`src/rtl/xcvr_pkg.sv`:
```
package xcvr_pkg;
    typedef struct packed {
        logic oe_n;
        logic le;
        logic ck;
    } dir_ctl_t;
endpackage

```
`src/rtl/xcvr_ctl_sel.sv`:
```
module xcvr_ctl_sel
    import xcvr_pkg::*;
#(
    parameter int NUM_HALVES = 2
) (
    input  logic                       wide_mode,
    input  dir_ctl_t [NUM_HALVES-1:0]  ctl_in,
    output dir_ctl_t [NUM_HALVES-1:0]  ctl_out
);
    // Half 0 always uses its own controls; higher halves borrow half 0 in wide mode.
    for (genvar h = 0; h < NUM_HALVES; h++) begin : g_sel
        if (h == 0) begin : g_base
            assign ctl_out[h] = ctl_in[0];
        end else begin : g_upper
            assign ctl_out[h] = wide_mode ? ctl_in[0] : ctl_in[h];
        end
    end
endmodule

```
`src/rtl/xcvr_dir_path.sv`:
```
module xcvr_dir_path
    import xcvr_pkg::*;
#(
    parameter int W = 9
) (
    input  logic         clk,
    input  logic         rst,
    input  dir_ctl_t     ctl,
    input  logic [W-1:0] din,
    output logic [W-1:0] dout,
    output logic         drv
);
    typedef struct packed {
        logic [W-1:0] store;
        logic         ck_prev;
    } path_st_t;

    path_st_t     st_d, st_q;
    logic         ck_rise;
    logic [W-1:0] path_val;

    always_comb begin
        st_d         = st_q;
        st_d.ck_prev = ctl.ck;
        ck_rise      = ctl.ck & ~st_q.ck_prev;
        if (rst) begin
            st_d.store = '0;
        end else if (ctl.le || ck_rise) begin
            st_d.store = din;
        end
        path_val = ctl.le ? din : st_q.store;
        drv      = ~ctl.oe_n;
        dout     = drv ? path_val : '0;
    end

    always_ff @(posedge clk) begin
        st_q <= st_d;
    end


    reset_clear_chk: assert property (@(posedge clk)
        rst |=> (st_q.store == '0));


    transparent_chk: assert property (@(posedge clk) disable iff (rst)
        (ctl.le && !ctl.oe_n) |-> (dout == din));


    hold_chk: assert property (@(posedge clk) disable iff (rst)
        (!ctl.le && !(ctl.ck && !st_q.ck_prev)) |=> $stable(st_q.store));


    capture_chk: assert property (@(posedge clk) disable iff (rst)
        (!ctl.le && ctl.ck && !st_q.ck_prev) |=> (st_q.store == $past(din)));


    release_chk: assert property (@(posedge clk) disable iff (rst)
        ctl.oe_n |-> (!drv && dout == '0));
endmodule

```
`src/rtl/univ_bus_xcvr.sv`:
```
module univ_bus_xcvr
    import xcvr_pkg::*;
#(
    parameter int HALF_W     = 9,
    parameter int NUM_HALVES = 2,
    localparam int TOT_W     = HALF_W * NUM_HALVES
) (
    input  logic                  clk,
    input  logic                  rst,
    input  logic                  wide_mode,
    input  logic [TOT_W-1:0]      a_in,
    input  logic [TOT_W-1:0]      b_in,
    input  logic [NUM_HALVES-1:0] ab_oe_n,
    input  logic [NUM_HALVES-1:0] ab_le,
    input  logic [NUM_HALVES-1:0] ab_ck,
    input  logic [NUM_HALVES-1:0] ba_oe_n,
    input  logic [NUM_HALVES-1:0] ba_le,
    input  logic [NUM_HALVES-1:0] ba_ck,
    output logic [TOT_W-1:0]      b_out,
    output logic [NUM_HALVES-1:0] b_drv,
    output logic [TOT_W-1:0]      a_out,
    output logic [NUM_HALVES-1:0] a_drv,
    output logic [NUM_HALVES-1:0] contention
);
    dir_ctl_t [NUM_HALVES-1:0] ab_raw, ba_raw, ab_eff, ba_eff;

    for (genvar h = 0; h < NUM_HALVES; h++) begin : g_pack
        assign ab_raw[h] = '{oe_n: ab_oe_n[h], le: ab_le[h], ck: ab_ck[h]};
        assign ba_raw[h] = '{oe_n: ba_oe_n[h], le: ba_le[h], ck: ba_ck[h]};
    end

    xcvr_ctl_sel #(.NUM_HALVES(NUM_HALVES)) i_ab_sel (
        .wide_mode (wide_mode),
        .ctl_in    (ab_raw),
        .ctl_out   (ab_eff)
    );

    xcvr_ctl_sel #(.NUM_HALVES(NUM_HALVES)) i_ba_sel (
        .wide_mode (wide_mode),
        .ctl_in    (ba_raw),
        .ctl_out   (ba_eff)
    );

    for (genvar h = 0; h < NUM_HALVES; h++) begin : g_half
        xcvr_dir_path #(.W(HALF_W)) i_ab_path (
            .clk  (clk),
            .rst  (rst),
            .ctl  (ab_eff[h]),
            .din  (a_in[h*HALF_W +: HALF_W]),
            .dout (b_out[h*HALF_W +: HALF_W]),
            .drv  (b_drv[h])
        );

        xcvr_dir_path #(.W(HALF_W)) i_ba_path (
            .clk  (clk),
            .rst  (rst),
            .ctl  (ba_eff[h]),
            .din  (b_in[h*HALF_W +: HALF_W]),
            .dout (a_out[h*HALF_W +: HALF_W]),
            .drv  (a_drv[h])
        );

        assign contention[h] = ~ab_eff[h].oe_n & ~ba_eff[h].oe_n;


        contention_chk: assert property (@(posedge clk) disable iff (rst)
            contention[h] == (a_drv[h] && b_drv[h]));


        wide_follow_chk: assert property (@(posedge clk) disable iff (rst)
            wide_mode |-> (b_drv[h] == b_drv[0] && a_drv[h] == a_drv[0]));
    end
endmodule

```
`config.mk`:
```
export PLATFORM = sky130hd
export DESIGN_NAME = univ_bus_xcvr
export DESIGN_NICKNAME = d
export VERILOG_FILES = /design/src/rtl/xcvr_pkg.sv /design/src/rtl/xcvr_ctl_sel.sv /design/src/rtl/xcvr_dir_path.sv /design/src/rtl/univ_bus_xcvr.sv
export SDC_FILE = /design/constraint.sdc
export NUM_CORES = 1
export LEC_CHECK = 0
export ABC_AREA = 1
export BUFFER_PORTS_ARGS = -buffer_cell sky130_fd_sc_hd__buf_2
export CAP_MARGIN = 25
export CELL_PAD_IN_SITES_DETAIL_PLACEMENT = 1
export CELL_PAD_IN_SITES_GLOBAL_PLACEMENT = 1
export CORE_MARGIN = 2
export CORE_UTILIZATION = 32
export CTS_CLUSTER_DIAMETER = 60
export CTS_CLUSTER_SIZE = 20
export DETAILED_ROUTE_END_ITERATION = 6
export GPL_TIMING_DRIVEN = 0
export PLACE_DENSITY_LB_ADDON = 0.1
export REMOVE_ABC_BUFFERS = 1
export SLEW_MARGIN = 20
export SYNTH_ARGS = -nofsm -noshare
export SYNTH_HDL_FRONTEND = slang
export SYNTH_HIERARCHICAL = 1
export SYNTH_SLANG_ARGS = --single-unit
```
`constraint.sdc`:
```
create_clock -name clk -period 0.9 [get_ports clk]
set_input_delay 0.135 -clock clk [delete_from_list [all_inputs] [get_ports clk]]
set_output_delay 0.135 -clock clk [all_outputs]
set_load 0.02 [all_outputs]
```
== Word level (Yosys, flattened, before mapping) ==
Cells that the tools add are included.
Operators by class
  muxes and demuxes: 10
  bitwise logic cells: 14
  reductions and logical operators: 4
Operators by type and width (number)
  $mux 9: 8
  $not 1->1: 8
  $and 1x1->1: 6
  $mux 3: 2
  $logic_or 1x1->1: 4
Word-level totals
  bits in registers: 40
  output and inout bits: 42

== Depth between registers and ports, before layout ==
Gate-level depths: netlist of run 1.
  depth after elaboration: 3
  gate-level depth with buffers: 9
  depth with buffers taken out: 7

== By module ==
The synthesis of run 1 kept the hierarchy.
By module, submodules not included
  xcvr_dir_path: instances 4, cells each 82, area each 540.5 um^2
  xcvr_ctl_sel: instances 2, cells each 13, area each 60.1 um^2
  univ_bus_xcvr: instances 1, cells each 2, area each 7.5 um^2

== Least setup slack after synthesis of run 1 ==
OpenSTA, ideal clock, no wires.
  path type: input-to-output
  start: in wide_mode
  end: out b_out[16]
  arrival time: 0.943 ns
  path slack: -0.178 ns
  stages on the path: 8
  cell sequence: inv_2 nand2_1 nand2_1 buf_6 inv_4 buf_6 o21ai_1 a21oi_1
RTL lines
  start, declared: line univ_bus_xcvr.sv:10  | input logic wide_mode,
  end, declared: line univ_bus_xcvr.sv:19  | output logic [TOT_W-1:0] b_out,

==> results of run 1 <==
critical path: stages:
cell and delay (ns):
sky130_fd_sc_hd__buf_12 0.13, sky130_fd_sc_hd__inv_6 0.06, sky130_fd_sc_hd__nand2_2 0.06, sky130_fd_sc_hd__nand2_4 0.15, sky130_fd_sc_hd__clkinv_4 0.10, sky130_fd_sc_hd__o21ai_1 0.13
sky130_fd_sc_hd__a21oi_2 0.06, sky130_fd_sc_hd__buf_6 0.13
cell families after synthesis:
kind of cell,after synthesis,synth area share
buffers and inverters,44,0.139
DFF,40,0.350
AOI/OAI and AO/OA,76,0.166
and+or+nand+nor,196,0.345
registers in the layout, summed over array words and instances, names as in the netlist:
name                   count
g_half.i_ab_path/st_q     20
g_half.i_ba_path/st_q     20
cells in the final DEF, fill, tap and decap left out, types with 15 or more instances in the layout:
cell | netlist | layout
sky130_fd_sc_hd__a21oi_1 | 40 | 26
sky130_fd_sc_hd__nor2_1 | 102 | 57
sky130_fd_sc_hd__buf_4 | 6 | 41
sky130_fd_sc_hd__nand2_1 | 86 | 68
sky130_fd_sc_hd__nor2_2 | 0 | 23
sky130_fd_sc_hd__nor2_4 | 0 | 22
sky130_fd_sc_hd__nand2_4 | 4 | 15
sky130_fd_sc_hd__buf_6 | 16 | 22
sky130_fd_sc_hd__buf_2 | 0 | 50
sky130_fd_sc_hd__dfxtp_2 | 0 | 29
synth_stat cells (all sizes together):
master    n  area (um2)
buf      22         225
o21ai    36         180
dfxtp    40         801
clkinv    8        30.0
nand3     4        40.0
nor2    102         383
nand2    90         368
inv      14        62.6
a21oi    40         200
stage by stage:
stage                     cell area, um2  cells  TNS [ns]  utilization  power [W]
after floorplan                     2060    334     -3.04            -    0.00282
after global placement              2650    522    -20.27        0.385    0.00325
after detailed placement            2650    522    -21.11        0.385    0.00329
after CTS                           3400    556     -5.70        0.495    0.00493
after global routing                3840    567     -7.36        0.559    0.00559
final                               3840    567     -5.43        0.559    0.00529
per-layer routing:
| metal | wire [um] | track usage | vias to the layer above | share of wire |
|---|---|---|---|---|
| met1 | 3750 | 0.234 | 1310 | 0.44 |
| li1 | - | - | 1364 | - |
| met4 | 114 | 0.0413 | 0 | 0.013 |
| met2 | 4340 | 0.321 | 65 | 0.51 |
| met3 | 335 | 0.0345 | 11 | 0.039 |
| met5 | 0 | 0 | - | 0 |
cell type report:
cell class	count	area (um2)	share of cell area
flip-flops and latches	40	837	0.218
inverters	22	140	0.0365
repair inverters	4	42.5	0.0111
multi-input cells	281	1720	0.447
well taps	96	120	0.0313
clock buffers	5	68.8	0.0179
repair buffers	119	916	0.238
power breakdown:
group	switching, W	internal, W
clock	0.000607	0.000501
sequential	0.0000959	0.00195
combinational	0.00123	0.000912
total	0.00193	0.00336
path summary, 6_finish.rpt:
check,to,slack (ns),depth (start not counted)
setup / recovery,b_out[16],-0.20,8
hold / removal,g_half[0].i_ba_path/st_q[5]$_SDFFE_PP0P_,0.06,3
setup reg to reg,g_half[1].i_ab_path/st_q[6]$_SDFFE_PP0P_,-0.01,4
hold reg to reg,g_half[0].i_ba_path/st_q[9]$_SDFFE_PP0P_,0.57,4
what timing repair did:
item	CTS	global route
gates cloned	5	8
resized for setup	169	112
hold buffers	1	0
buffers inserted	24	8
endpoints found under the setup margin	58	73
pin swaps	59	36
endpoints found under the hold margin	1	0
==> report_table.html, run 1 <==
<table>
<tr><th>Metric</th><th>Value</th></tr>
<tr><th colspan="2">Final layout</th></tr>
<tr><td>Antenna cell count</td><td>0</td></tr>
<tr><td>Layout cells sized above 1</td><td>0.586</td></tr>
<tr><td>Signed area change from the synthesized netlist to the final layout</td><td>67.8%</td></tr>
<tr><td>Final net count</td><td>approximately 520</td></tr>
<tr><td>Number of fill cells</td><td>just under 900</td></tr>
<tr><th colspan="2">Setup path</th></tr>
<tr><td>Worst setup path category</td><td>in -&gt; out</td></tr>
<tr><td>Worst EP required</td><td>0.76 ns</td></tr>
<tr><td>Critical path fanouts, max</td><td>8</td></tr>
<tr><td>Crit start category</td><td>input port</td></tr>
<tr><td>Critical Path Source</td><td>wide_mode</td></tr>
<tr><td>Element type at the critical path end</td><td>primary output</td></tr>
<tr><td>Launch point of the worst reg-to-reg path</td><td>g_half[1].i_ab_path/st_q[0]$_DFF_P_</td></tr>
<tr><td>Critical path arrival</td><td>around 0.97 ns</td></tr>
<tr><th colspan="2">Clock network</th></tr>
<tr><td>Maximum buffer depth of the clock tree</td><td>2</td></tr>
<tr><td>Worst skew pair latency</td><td>0.29 ns</td></tr>
<tr><td>H-tree levels</td><td>2</td></tr>
<tr><td>Clock transition time at the flip-flop clock pins of the worst setup and hold paths</td><td>0.07 ns</td></tr>
<tr><td>CTS root buffer</td><td>sky130_fd_sc_hd__clkbuf_8</td></tr>
<tr><td>TritonCTS buffer count</td><td>5</td></tr>
<tr><td>Clock tree from TritonCTS</td><td>built</td></tr>
<tr><td>Clock sink total</td><td>40</td></tr>
<tr><th colspan="2">Power</th></tr>
<tr><td>Peak ir drop on the vdd network</td><td>0.528 mV</td></tr>
<tr><td>Total power divided by cell area</td><td>1380 nW/um2</td></tr>
<tr><td>Static Leak</td><td>1.77 nW</td></tr>
<tr><th colspan="2">Routing</th></tr>
<tr><td>Detailed Routing Iterations Pass 1</td><td>4</td></tr>
<tr><td>Routed len/inst</td><td>15.1 um</td></tr>
<tr><td>Routed WL</td><td>about 8500 um</td></tr>
<tr><td>Post-DRT Antenna Nets</td><td>0</td></tr>
<tr><td>Detailed-route via count</td><td>2,750</td></tr>
<tr><td>Drt via density</td><td>slightly below 5</td></tr>
<tr><td>Initial DRC Count</td><td>28</td></tr>
<tr><td>Remaining routing DRC violations</td><td>0</td></tr>
<tr><th colspan="2">Status</th></tr>
<tr><td>Failing checks</td><td>negative setup slack</td></tr>
<tr><td>Status</td><td>finished, violations left</td></tr>
<tr><th colspan="2">Global routing</th></tr>
<tr><td>Global Route Usage Sum</td><td>0.183</td></tr>
<tr><td>Vias in the first global route</td><td>2,384</td></tr>
<tr><td>Wire length of the first global-routing pass</td><td>between 10,000 and 15,000 um</td></tr>
<tr><td>Number of antenna violations at the first check in global routing</td><td>0</td></tr>
<tr><td>Total global routing overflow</td><td>0</td></tr>
<tr><td>Largest net degree at the start of global routing</td><td>21</td></tr>
<tr><th colspan="2">Timing</th></tr>
<tr><td>Setup repair after global routing missed its margin</td><td>true</td></tr>
<tr><td>Minimum clock period after layout</td><td>1.10 ns</td></tr>
<tr><td>Number of failing hold endpoints at the final stage</td><td>0</td></tr>
<tr><td>Worst Slack Setup Final</td><td>-0.204 ns</td></tr>
<tr><td>Measured slew at the worst slew-check pin</td><td>0.321 ns</td></tr>
<tr><td>Maximum operating frequency</td><td>0.906 GHz</td></tr>
<tr><td>Setup violations, final</td><td>40</td></tr>
<tr><td>Slew Limit Headroom</td><td>0.784</td></tr>
<tr><td>Worst hold slack</td><td>between 0.06 and 0.07 ns</td></tr>
<tr><td>Clock tree skew after final layout</td><td>0.00137 ns</td></tr>
<tr><td>Number of max-slew violations in the final report</td><td>0</td></tr>
<tr><td>Share of the cycle needed by the critical path after routing</td><td>1.23</td></tr>
<tr><th colspan="2">Synthesis</th></tr>
<tr><td>Fraction of the yosys area taken by sequential cells</td><td>0.350</td></tr>
<tr><td>Post-synthesis average cell area</td><td>6.43 um2</td></tr>
<tr><td>Synthesis Warnings</td><td>6</td></tr>
<tr><td>Yosys cell types</td><td>14</td></tr>
<tr><td>Mapped Cells</td><td>around 360</td></tr>
<tr><td>Seq cells post-synth</td><td>40</td></tr>
<tr><td>Netlist area before placement</td><td>2290 um2</td></tr>
<tr><th colspan="2">Floorplan</th></tr>
<tr><td>Height of the die</td><td>88.6 um</td></tr>
<tr><td>Initial core utilization</td><td>0.333</td></tr>
<tr><td>Die boundary width</td><td>88.6 um</td></tr>
<tr><td>Placeable Area</td><td>roughly 6900 um2</td></tr>
<tr><td>Die outline area</td><td>7850 um2</td></tr>
<tr><td>Placement row count</td><td>30</td></tr>
<tr><td>Boundary Pins</td><td>93</td></tr>
<tr><th colspan="2">Job</th></tr>
<tr><td>Max-cap check violation count</td><td>0</td></tr>
<tr><th colspan="2">Placed design</th></tr>
<tr><td>Port-buffer cells</td><td>92</td></tr>
<tr><td>DP Wirelength</td><td>4520 um</td></tr>
<tr><td>Final Wtd Congestion</td><td>0.718</td></tr>
<tr><td>Worst slack at placement</td><td>-0.630 ns</td></tr>
<tr><th colspan="2">Worst hold path</th></tr>
<tr><td>Class of the worst hold path</td><td>in -&gt; reg</td></tr>
<tr><td>Start point of the worst min-delay path</td><td>b_in[4]</td></tr>
</table>
Power figures use the tool's default switching activity.
==> run 2, diff against run 1 <==
Clock period 0.9 ns to 1.05 ns, I/O delays scaled along.
==> report_table.html, run 2 (same netlist as run 1, synthesis figures left out) <==
<table>
<tr><th>Metric</th><th>Value</th></tr>
<tr><th colspan="2">Worst hold path</th></tr>
<tr><td>Start point of the worst min-delay path</td><td>ba_ck[0]</td></tr>
<tr><td>Number of instances on the worst hold path</td><td>1 (-2)</td></tr>
<tr><td>Class of the worst hold path</td><td>in -&gt; reg</td></tr>
<tr><td>Endpoint of the worst hold path</td><td>g_half[0].i_ba_path/st_q[0]$_DFF_P_</td></tr>
<tr><th colspan="2">Routing</th></tr>
<tr><td>Post-DRT Antenna Nets</td><td>0 (unchanged)</td></tr>
<tr><td>Routed len/inst</td><td>13.7 um (-8.7%)</td></tr>
<tr><td>Remaining routing DRC violations</td><td>0 (unchanged)</td></tr>
<tr><td>Drt via density</td><td>4.74 (-2.2%)</td></tr>
<tr><td>Routed WL</td><td>7750 um (-9.2%)</td></tr>
<tr><td>Detailed Routing Iterations Pass 1</td><td>4 (unchanged)</td></tr>
<tr><td>Detailed-route via count</td><td>2,676 (-2.7%)</td></tr>
<tr><td>Initial DRC Count</td><td>52 (+86%)</td></tr>
<tr><th colspan="2">Power</th></tr>
<tr><td>Peak ir drop on the vdd network</td><td>0.426 mV (-19%)</td></tr>
<tr><td>Clock Power Share</td><td>0.215 (+0.006)</td></tr>
<tr><td>Combinational cell fraction of total power</td><td>0.388 (-0.016)</td></tr>
<tr><td>Net switching power</td><td>0.00155 W (-20%)</td></tr>
<tr><td>Sequential Power Share</td><td>0.397 (+0.011)</td></tr>
<tr><td>Static Leak</td><td>1.74 nW (-1.8%)</td></tr>
<tr><td>Total power divided by cell area</td><td>1200 nW/um2 (-13%)</td></tr>
<tr><td>Net Sw Frac</td><td>0.353 (-0.0115)</td></tr>
<tr><td>Cell-internal power</td><td>0.00283 W (-16%)</td></tr>
<tr><th colspan="2">Final layout</th></tr>
<tr><td>Number of fill cells</td><td>908 (+4.5%)</td></tr>
<tr><td>Final net count</td><td>521 (-0.57%)</td></tr>
<tr><td>Storage cell area</td><td>835 um2 (-0.30%)</td></tr>
<tr><td>Area used by multi-input combinational logic</td><td>1550 um2 (-9.5%)</td></tr>
<tr><td>Antenna cell count</td><td>0 (unchanged)</td></tr>
<tr><td>Commonest cells after routing, fill and taps aside</td><td>76 x sky130_fd_sc_hd__nand2_1, 61 x sky130_fd_sc_hd__nor2_1, 53 x sky130_fd_sc_hd__buf_2</td></tr>
<tr><td>Signed area change from the synthesized netlist to the final layout</td><td>59.6%</td></tr>
<tr><td>Layout cells sized above 1</td><td>0.536 (-0.0497)</td></tr>
<tr><td>Most common cell after layout, fill and taps aside</td><td>sky130_fd_sc_hd__nand2_1</td></tr>
<tr><td>Largest registers</td><td>g_half.i_ab_path/st_q: 20 flops, g_half.i_ba_path/st_q: 20 flops</td></tr>
<tr><th colspan="2">Setup path</th></tr>
<tr><td>Crit start category</td><td>input port</td></tr>
<tr><td>Element type at the critical path end</td><td>primary output</td></tr>
<tr><td>Critical path arrival</td><td>0.97 ns (about the same)</td></tr>
<tr><td>Capture point of the worst reg-to-reg path</td><td>g_half[1].i_ba_path/st_q[6]$_SDFFE_PP0P_</td></tr>
<tr><td>Worst setup path category</td><td>in -&gt; out</td></tr>
<tr><td>Internal reg-to-reg setup slack</td><td>0.03 ns (+0.04 ns)</td></tr>
<tr><td>Worst EP required</td><td>0.89 ns (+0.13 ns)</td></tr>
<tr><td>Critical path fanouts, max</td><td>10 (+2)</td></tr>
<tr><td>Worst reg-to-reg path cell count</td><td>7 (+3)</td></tr>
<tr><td>Launch point of the worst reg-to-reg path</td><td>g_half[1].i_ba_path/st_q[6]$_SDFFE_PP0P_</td></tr>
<tr><th colspan="2">Global routing</th></tr>
<tr><td>Largest net degree at the start of global routing</td><td>21 (unchanged)</td></tr>
<tr><td>Total global routing overflow</td><td>0 (unchanged)</td></tr>
<tr><td>Number of antenna violations at the first check in global routing</td><td>0 (unchanged)</td></tr>
<tr><td>Wire length of the first global-routing pass</td><td>11,400 um (unchanged)</td></tr>
<tr><td>Global Route Usage Sum</td><td>0.185 (+0.00209)</td></tr>
<tr><td>Vias in the first global route</td><td>2,386 (+0.084%)</td></tr>
<tr><th colspan="2">Status</th></tr>
<tr><td>Status</td><td>finished, violations left</td></tr>
<tr><td>Failing checks</td><td>negative setup slack</td></tr>
<tr><th colspan="2">Timing</th></tr>
<tr><td>Slew Limit Headroom</td><td>0.785 (+0.00191)</td></tr>
<tr><td>Setup violations, final</td><td>32 (-20%)</td></tr>
<tr><td>Worst Slack Setup Final</td><td>-0.0769 ns (+0.127 ns)</td></tr>
<tr><td>Setup repair after global routing missed its margin</td><td>true</td></tr>
<tr><td>TNS Setup</td><td>-0.817 ns (+4.62 ns)</td></tr>
<tr><td>Measured slew at the worst slew-check pin</td><td>0.319 ns (-0.00283 ns)</td></tr>
<tr><td>Minimum clock period after layout</td><td>1.13 ns</td></tr>
<tr><td>Share of the cycle needed by the critical path after routing</td><td>1.07</td></tr>
<tr><td>Maximum operating frequency</td><td>0.887 GHz</td></tr>
<tr><td>Number of max-slew violations in the final report</td><td>0 (unchanged)</td></tr>
<tr><td>Clock tree skew after final layout</td><td>0.00149 ns (+0.000126 ns)</td></tr>
<tr><td>Number of failing hold endpoints at the final stage</td><td>0 (unchanged)</td></tr>
<tr><th colspan="2">Clock network</th></tr>
<tr><td>CTS root buffer</td><td>sky130_fd_sc_hd__clkbuf_8</td></tr>
<tr><td>Clock transition time at the flip-flop clock pins of the worst setup and hold paths</td><td>0.07 ns (about the same)</td></tr>
<tr><td>TritonCTS buffer count</td><td>5 (unchanged)</td></tr>
<tr><td>Clock tree from TritonCTS</td><td>built</td></tr>
<tr><td>H-tree levels</td><td>2 (unchanged)</td></tr>
<tr><td>Post-CTS Hold Buffers</td><td>0 (-1)</td></tr>
<tr><td>Worst skew pair latency</td><td>0.29 ns (about the same)</td></tr>
<tr><td>Maximum buffer depth of the clock tree</td><td>2 (unchanged)</td></tr>
<tr><td>Clock sink total</td><td>40 (unchanged)</td></tr>
<tr><th colspan="2">Placed design</th></tr>
<tr><td>DP Wirelength</td><td>4520 um (unchanged)</td></tr>
<tr><td>Port-buffer cells</td><td>92 (unchanged)</td></tr>
<tr><td>Worst slack at placement</td><td>-0.525 ns (+0.105 ns)</td></tr>
<tr><td>Final Wtd Congestion</td><td>0.718 (unchanged)</td></tr>
<tr><th colspan="2">Floorplan</th></tr>
<tr><td>Die boundary width</td><td>88.6 um (unchanged)</td></tr>
<tr><td>Placeable Area</td><td>6870 um2 (unchanged)</td></tr>
<tr><td>Placement row count</td><td>30 (unchanged)</td></tr>
<tr><td>Initial core utilization</td><td>0.333 (unchanged)</td></tr>
<tr><td>Height of the die</td><td>88.6 um (unchanged)</td></tr>
<tr><td>Boundary Pins</td><td>93 (unchanged)</td></tr>
<tr><td>Die outline area</td><td>7850 um2 (unchanged)</td></tr>
<tr><th colspan="2">Job</th></tr>
<tr><td>Max-cap check violation count</td><td>0 (unchanged)</td></tr>
</table>
[run 2: cell count changes in the layout (fill, tap and decap cells not counted), moves of 4 or more]
cell and change:
sky130_fd_sc_hd__a21oi_1 +10, sky130_fd_sc_hd__nor2_4 -4, sky130_fd_sc_hd__nand2_4 -5, sky130_fd_sc_hd__inv_1 +4, sky130_fd_sc_hd__o21ai_1 -5, sky130_fd_sc_hd__nor2_1 +4
sky130_fd_sc_hd__buf_4 +10, sky130_fd_sc_hd__nand2_1 +8, sky130_fd_sc_hd__buf_6 -8, sky130_fd_sc_hd__nand2_2 -9, sky130_fd_sc_hd__a21oi_2 -10, sky130_fd_sc_hd__o21ai_2 +4
[run 2: layer usage]
metal  vias to the layer above  share of wire  GRT usage
met5                         -              0          0
met4                         0         0.0066     0.0441
met3                         6          0.045     0.0326
met2                        70           0.52      0.322
met1                      1256           0.43      0.239
li1                       1344              -          -
[run 2: stage by stage]
stage               instances  utilization  total power (W)  cell area [um2]  hold slack (ns)
CTS                       557        0.490          0.00421             3360           0.0213
global route              564        0.532          0.00465             3650           0.0233
floorplan                 334            -          0.00242             2060            0.185
global placement          522        0.385          0.00278             2650            0.322
finish                    564        0.532          0.00438             3650           0.0331
detailed placement        522        0.385          0.00282             2650            0.329
[run 2: how the worst max path moves through the flow]
| stage | startpoint | end | slack, ns | depth (start not counted) |
|---|---|---|---|---|
| 6_report | wide_mode | b_out[12] | -0.08 | 8 |
| 5_1_grt | wide_mode | b_out[12] | -0.11 | 8 |
| 2_1_floorplan | wide_mode | b_out[16] | -0.10 | 6 |
| 4_1_cts | ba_le[0] | a_out[13] | -0.05 | 7 |
| 3_5_place_dp | ba_le[0] | a_out[9] | -0.52 | 7 |
| 3_3_place_gp | ba_le[0] | a_out[17] | -0.50 | 7 |
[run 2: layout make-up]
class	instances	area share
Multi-Input combinational cell	273	0.425
Timing Repair Buffer	123	0.247
Sequential cell	40	0.228
Inverter	22	0.0377
Tap cell	96	0.0329
Clock buffer	5	0.0188
Timing Repair inverter	5	0.0106
[run 2: critical path: stages]
cell	delay (ns)
sky130_fd_sc_hd__buf_12	0.13
sky130_fd_sc_hd__inv_4	0.07
sky130_fd_sc_hd__nand2_4	0.06
sky130_fd_sc_hd__nand2_8	0.10
sky130_fd_sc_hd__inv_8	0.06
sky130_fd_sc_hd__o21ai_1	0.16
sky130_fd_sc_hd__nor2_1	0.07
sky130_fd_sc_hd__buf_4	0.16
[run 2: repair_timing]
| item | in CTS | in global routing |
|---|---|---|
| pin swaps | 52 | 30 |
| buffers inserted | 25 | 6 |
| cloned | 5 | 1 |
| resized for setup | 160 | 66 |
| endpoints found under the setup margin | 39 | 38 |
[run 2: power groups by stage]
stage | registers (W) | clock network (W) | logic (W)
finish | 0.00174 | 0.000943 | 0.00170
global route | 0.00175 | 0.00106 | 0.00184
CTS | 0.00172 | 0.000983 | 0.00151
detailed placement | 0.00171 | 0 | 0.00110
global placement | 0.00171 | 0 | 0.00107
floorplan | 0.00171 | 0 | 0.000712
==> run 3, diff against run 2 <==
--- a/config.mk
+++ b/config.mk
@@ -17,2 +17,3 @@
 export DETAILED_ROUTE_END_ITERATION = 6
+export GPL_ROUTABILITY_DRIVEN = 0
 export GPL_TIMING_DRIVEN = 0
==> constraint.sdc (replaced) <==
create_clock -name clk -period 1.05 [get_ports clk]
set_input_delay 0.105 -clock clk [delete_from_list [all_inputs] [get_ports clk]]
set_output_delay 0.105 -clock clk [all_outputs]
set_load 0.02 [all_outputs]
==> report_table.html, run 3 (same netlist as run 1, synthesis figures left out) <==
<table>
<tr><th>Metric</th><th>Value</th></tr>
<tr><th colspan="2">Floorplan</th></tr>
<tr><td>Height of the die</td><td>88.6 um (unchanged)</td></tr>
<tr><td>Placement row count</td><td>30 (unchanged)</td></tr>
<tr><td>Die boundary width</td><td>88.6 um (unchanged)</td></tr>
<tr><td>Placeable Area</td><td>6870 um2 (unchanged)</td></tr>
<tr><td>Boundary Pins</td><td>93 (unchanged)</td></tr>
<tr><td>Initial core utilization</td><td>0.333 (unchanged)</td></tr>
<tr><td>Die outline area</td><td>7850 um2 (unchanged)</td></tr>
<tr><th colspan="2">Global routing</th></tr>
<tr><td>Vias in the first global route</td><td>2,245 (-5.9%)</td></tr>
<tr><td>Total global routing overflow</td><td>0 (unchanged)</td></tr>
<tr><td>Wire length of the first global-routing pass</td><td>10,600 um (-7.0%)</td></tr>
<tr><td>Global Route Usage Sum</td><td>0.170 (-0.0155)</td></tr>
<tr><td>Largest net degree at the start of global routing</td><td>21 (unchanged)</td></tr>
<tr><td>Number of antenna violations at the first check in global routing</td><td>0 (unchanged)</td></tr>
<tr><th colspan="2">Clock network</th></tr>
<tr><td>TritonCTS buffer count</td><td>5 (unchanged)</td></tr>
<tr><td>H-tree levels</td><td>2 (unchanged)</td></tr>
<tr><td>Clock tree from TritonCTS</td><td>built</td></tr>
<tr><td>Clock sink total</td><td>40 (unchanged)</td></tr>
<tr><td>Clock transition time at the flip-flop clock pins of the worst setup and hold paths</td><td>0.07 ns (about the same)</td></tr>
<tr><td>Maximum buffer depth of the clock tree</td><td>2 (unchanged)</td></tr>
<tr><td>CTS root buffer</td><td>sky130_fd_sc_hd__clkbuf_8</td></tr>
<tr><td>Worst skew pair latency</td><td>0.29 ns (about the same)</td></tr>
<tr><th colspan="2">Timing</th></tr>
<tr><td>Clock tree skew after final layout</td><td>0.00156 ns (+0.0000657 ns)</td></tr>
<tr><td>Slew Limit Headroom</td><td>0.812 (+0.0266)</td></tr>
<tr><td>Measured slew at the worst slew-check pin</td><td>0.280 ns (-0.0383 ns)</td></tr>
<tr><td>Share of the cycle needed by the critical path after routing</td><td>0.983 (-0.0899)</td></tr>
<tr><td>TNS Setup</td><td>0 ns (+0.817 ns)</td></tr>
<tr><td>Setup violations, final</td><td>0 (-100%)</td></tr>
<tr><td>Worst hold slack</td><td>0.0310 ns (-0.00216 ns)</td></tr>
<tr><td>Maximum operating frequency</td><td>0.969 GHz (+9.1%)</td></tr>
<tr><td>Number of max-slew violations in the final report</td><td>0 (unchanged)</td></tr>
<tr><td>Worst Slack Setup Final</td><td>0.0175 ns (+0.0944 ns)</td></tr>
<tr><td>Number of failing hold endpoints at the final stage</td><td>0 (unchanged)</td></tr>
<tr><td>Minimum clock period after layout</td><td>1.03 ns (-0.0944 ns)</td></tr>
<tr><td>Setup repair after global routing missed its margin</td><td>true</td></tr>
<tr><th colspan="2">Final layout</th></tr>
<tr><td>Antenna cell count</td><td>0 (unchanged)</td></tr>
<tr><td>Storage cell area</td><td>836 um2 (+0.15%)</td></tr>
<tr><td>Commonest cells after routing, fill and taps aside</td><td>76 x sky130_fd_sc_hd__nand2_1, 59 x sky130_fd_sc_hd__nor2_1, 53 x sky130_fd_sc_hd__buf_2</td></tr>
<tr><td>Fin util</td><td>0.505 (-0.0268)</td></tr>
<tr><td>Signed area change from the synthesized netlist to the final layout</td><td>51.5%</td></tr>
<tr><td>Area of all placed cells without fillers</td><td>3470 um2 (-5.0%)</td></tr>
<tr><td>Number of fill cells</td><td>900 (-0.88%)</td></tr>
<tr><td>Largest registers</td><td>g_half.i_ab_path/st_q: 20 flops, g_half.i_ba_path/st_q: 20 flops</td></tr>
<tr><td>Layout cells sized above 1</td><td>0.504 (-0.0319)</td></tr>
<tr><td>Area used by multi-input combinational logic</td><td>1530 um2 (-1.5%)</td></tr>
<tr><td>Final net count</td><td>503 (-3.5%)</td></tr>
<tr><td>Most common cell after layout, fill and taps aside</td><td>sky130_fd_sc_hd__nand2_1</td></tr>
<tr><th colspan="2">Setup path</th></tr>
<tr><td>Worst EP required</td><td>0.94 ns (+0.05 ns)</td></tr>
<tr><td>Crit start category</td><td>flip-flop</td></tr>
<tr><td>Element type at the critical path end</td><td>primary output</td></tr>
<tr><td>Critical path arrival</td><td>0.93 ns (-0.04 ns)</td></tr>
<tr><td>Worst setup path category</td><td>reg -&gt; out</td></tr>
<tr><td>Critical path fanouts, max</td><td>2 (-8)</td></tr>
<tr><th colspan="2">Routing</th></tr>
<tr><td>Detailed-route via count</td><td>2,575 (-3.8%)</td></tr>
<tr><td>Drt via density</td><td>4.72 (-0.60%)</td></tr>
<tr><td>Initial DRC Count</td><td>25 (-52%)</td></tr>
<tr><td>Remaining routing DRC violations</td><td>0 (unchanged)</td></tr>
<tr><td>Post-DRT Antenna Nets</td><td>0 (unchanged)</td></tr>
<tr><td>Routed WL</td><td>7180 um (-7.4%)</td></tr>
<tr><td>Routed len/inst</td><td>13.1 um (-4.4%)</td></tr>
<tr><td>Detailed Routing Iterations Pass 1</td><td>4 (unchanged)</td></tr>
<tr><th colspan="2">Placed design</th></tr>
<tr><td>Port-buffer cells</td><td>92 (unchanged)</td></tr>
<tr><td>Area after DPL</td><td>2650 um2 (unchanged)</td></tr>
<tr><td>DP Wirelength</td><td>4520 um (unchanged)</td></tr>
<tr><td>Worst slack at placement</td><td>-0.420 ns (+0.105 ns)</td></tr>
<tr><th colspan="2">Power</th></tr>
<tr><td>Static Leak</td><td>1.62 nW (-6.7%)</td></tr>
<tr><td>Total power divided by cell area</td><td>1220 nW/um2 (+1.7%)</td></tr>
<tr><td>Peak ir drop on the vdd network</td><td>0.387 mV (-9.3%)</td></tr>
<tr><th colspan="2">Status</th></tr>
<tr><td>Status</td><td>complete, no violations</td></tr>
<tr><th colspan="2">Worst hold path</th></tr>
<tr><td>Class of the worst hold path</td><td>in -&gt; reg</td></tr>
<tr><th colspan="2">Job</th></tr>
<tr><td>Max-cap check violation count</td><td>0 (unchanged)</td></tr>
</table>
run 3: metrics by stage:
stage / total power [W] / std cells
6_report: 0.00423 / 546
5_1_grt: 0.00450 / 546
4_1_cts: 0.00398 / 538
3_5_place_dp: 0.00282 / 522
3_3_place_gp: 0.00278 / 522
2_1_floorplan: 0.00242 / 334
run 3: final timing paths:
kind / from / endpoint / slack [ns] / cells past startpoint
setup / recovery: g_half[1].i_ba_path/st_q[9]$_SDFFE_PP0P_ / a_out[17] / 0.02 / 3
hold / removal: b_in[4] / g_half[0].i_ba_path/st_q[5]$_SDFFE_PP0P_ / 0.03 / 3
setup reg to reg: g_half[1].i_ab_path/st_q[0]$_DFF_P_ / g_half[1].i_ab_path/st_q[4]$_SDFFE_PP0P_ / 0.16 / 4
hold reg to reg: g_half[0].i_ab_path/st_q[8]$_SDFFE_PP0P_ / g_half[0].i_ab_path/st_q[8]$_SDFFE_PP0P_ / 0.56 / 4
run 3: cell type report:
cell class / count / share of cell area
sequential: 40 / 0.241
multi-input combinational: 273 / 0.441
tap: 96 / 0.0346
clock buffer: 5 / 0.0198
timing repair inverter: 4 / 0.00685
timing repair buffer: 106 / 0.221
inverter: 22 / 0.0361
run 3: power breakdown:
part / leakage (nW) / internal (W) / switching, W
registers: 0.341 / 0.00167 / 0.0000742
clock network: 0.0359 / 0.000429 / 0.000516
logic: 1.25 / 0.000644 / 0.000901
total: 1.62 / 0.00274 / 0.00149
run 3: critical path, stage by stage, from the launching register on:
cell and delay, ns:
sky130_fd_sc_hd__dfxtp_2 0.33, sky130_fd_sc_hd__nor2_4 0.11, sky130_fd_sc_hd__nor2_1 0.05, sky130_fd_sc_hd__buf_4 0.15
run 3: what timing repair did:
item / 4_1_cts / 5_1_grt
endpoints found under the setup margin: 37 / 36
cloned: 3 / 2
hold endpoints to repair: 2 / 0
setup buffers: 6 / 6
pin swaps: 21 / 45
resized for setup: 84 / 128
hold buffers: 2 / 0
run 3: metal layers:
metal	track usage	share of wire	wire, um	vias up
met3	0.0354	0.044	319	7
met4	0.0441	0.0092	66	0
met2	0.293	0.50	3610	58
met5	0	0	0	-
met1	0.217	0.44	3180	1198
li1	-	-	-	1312
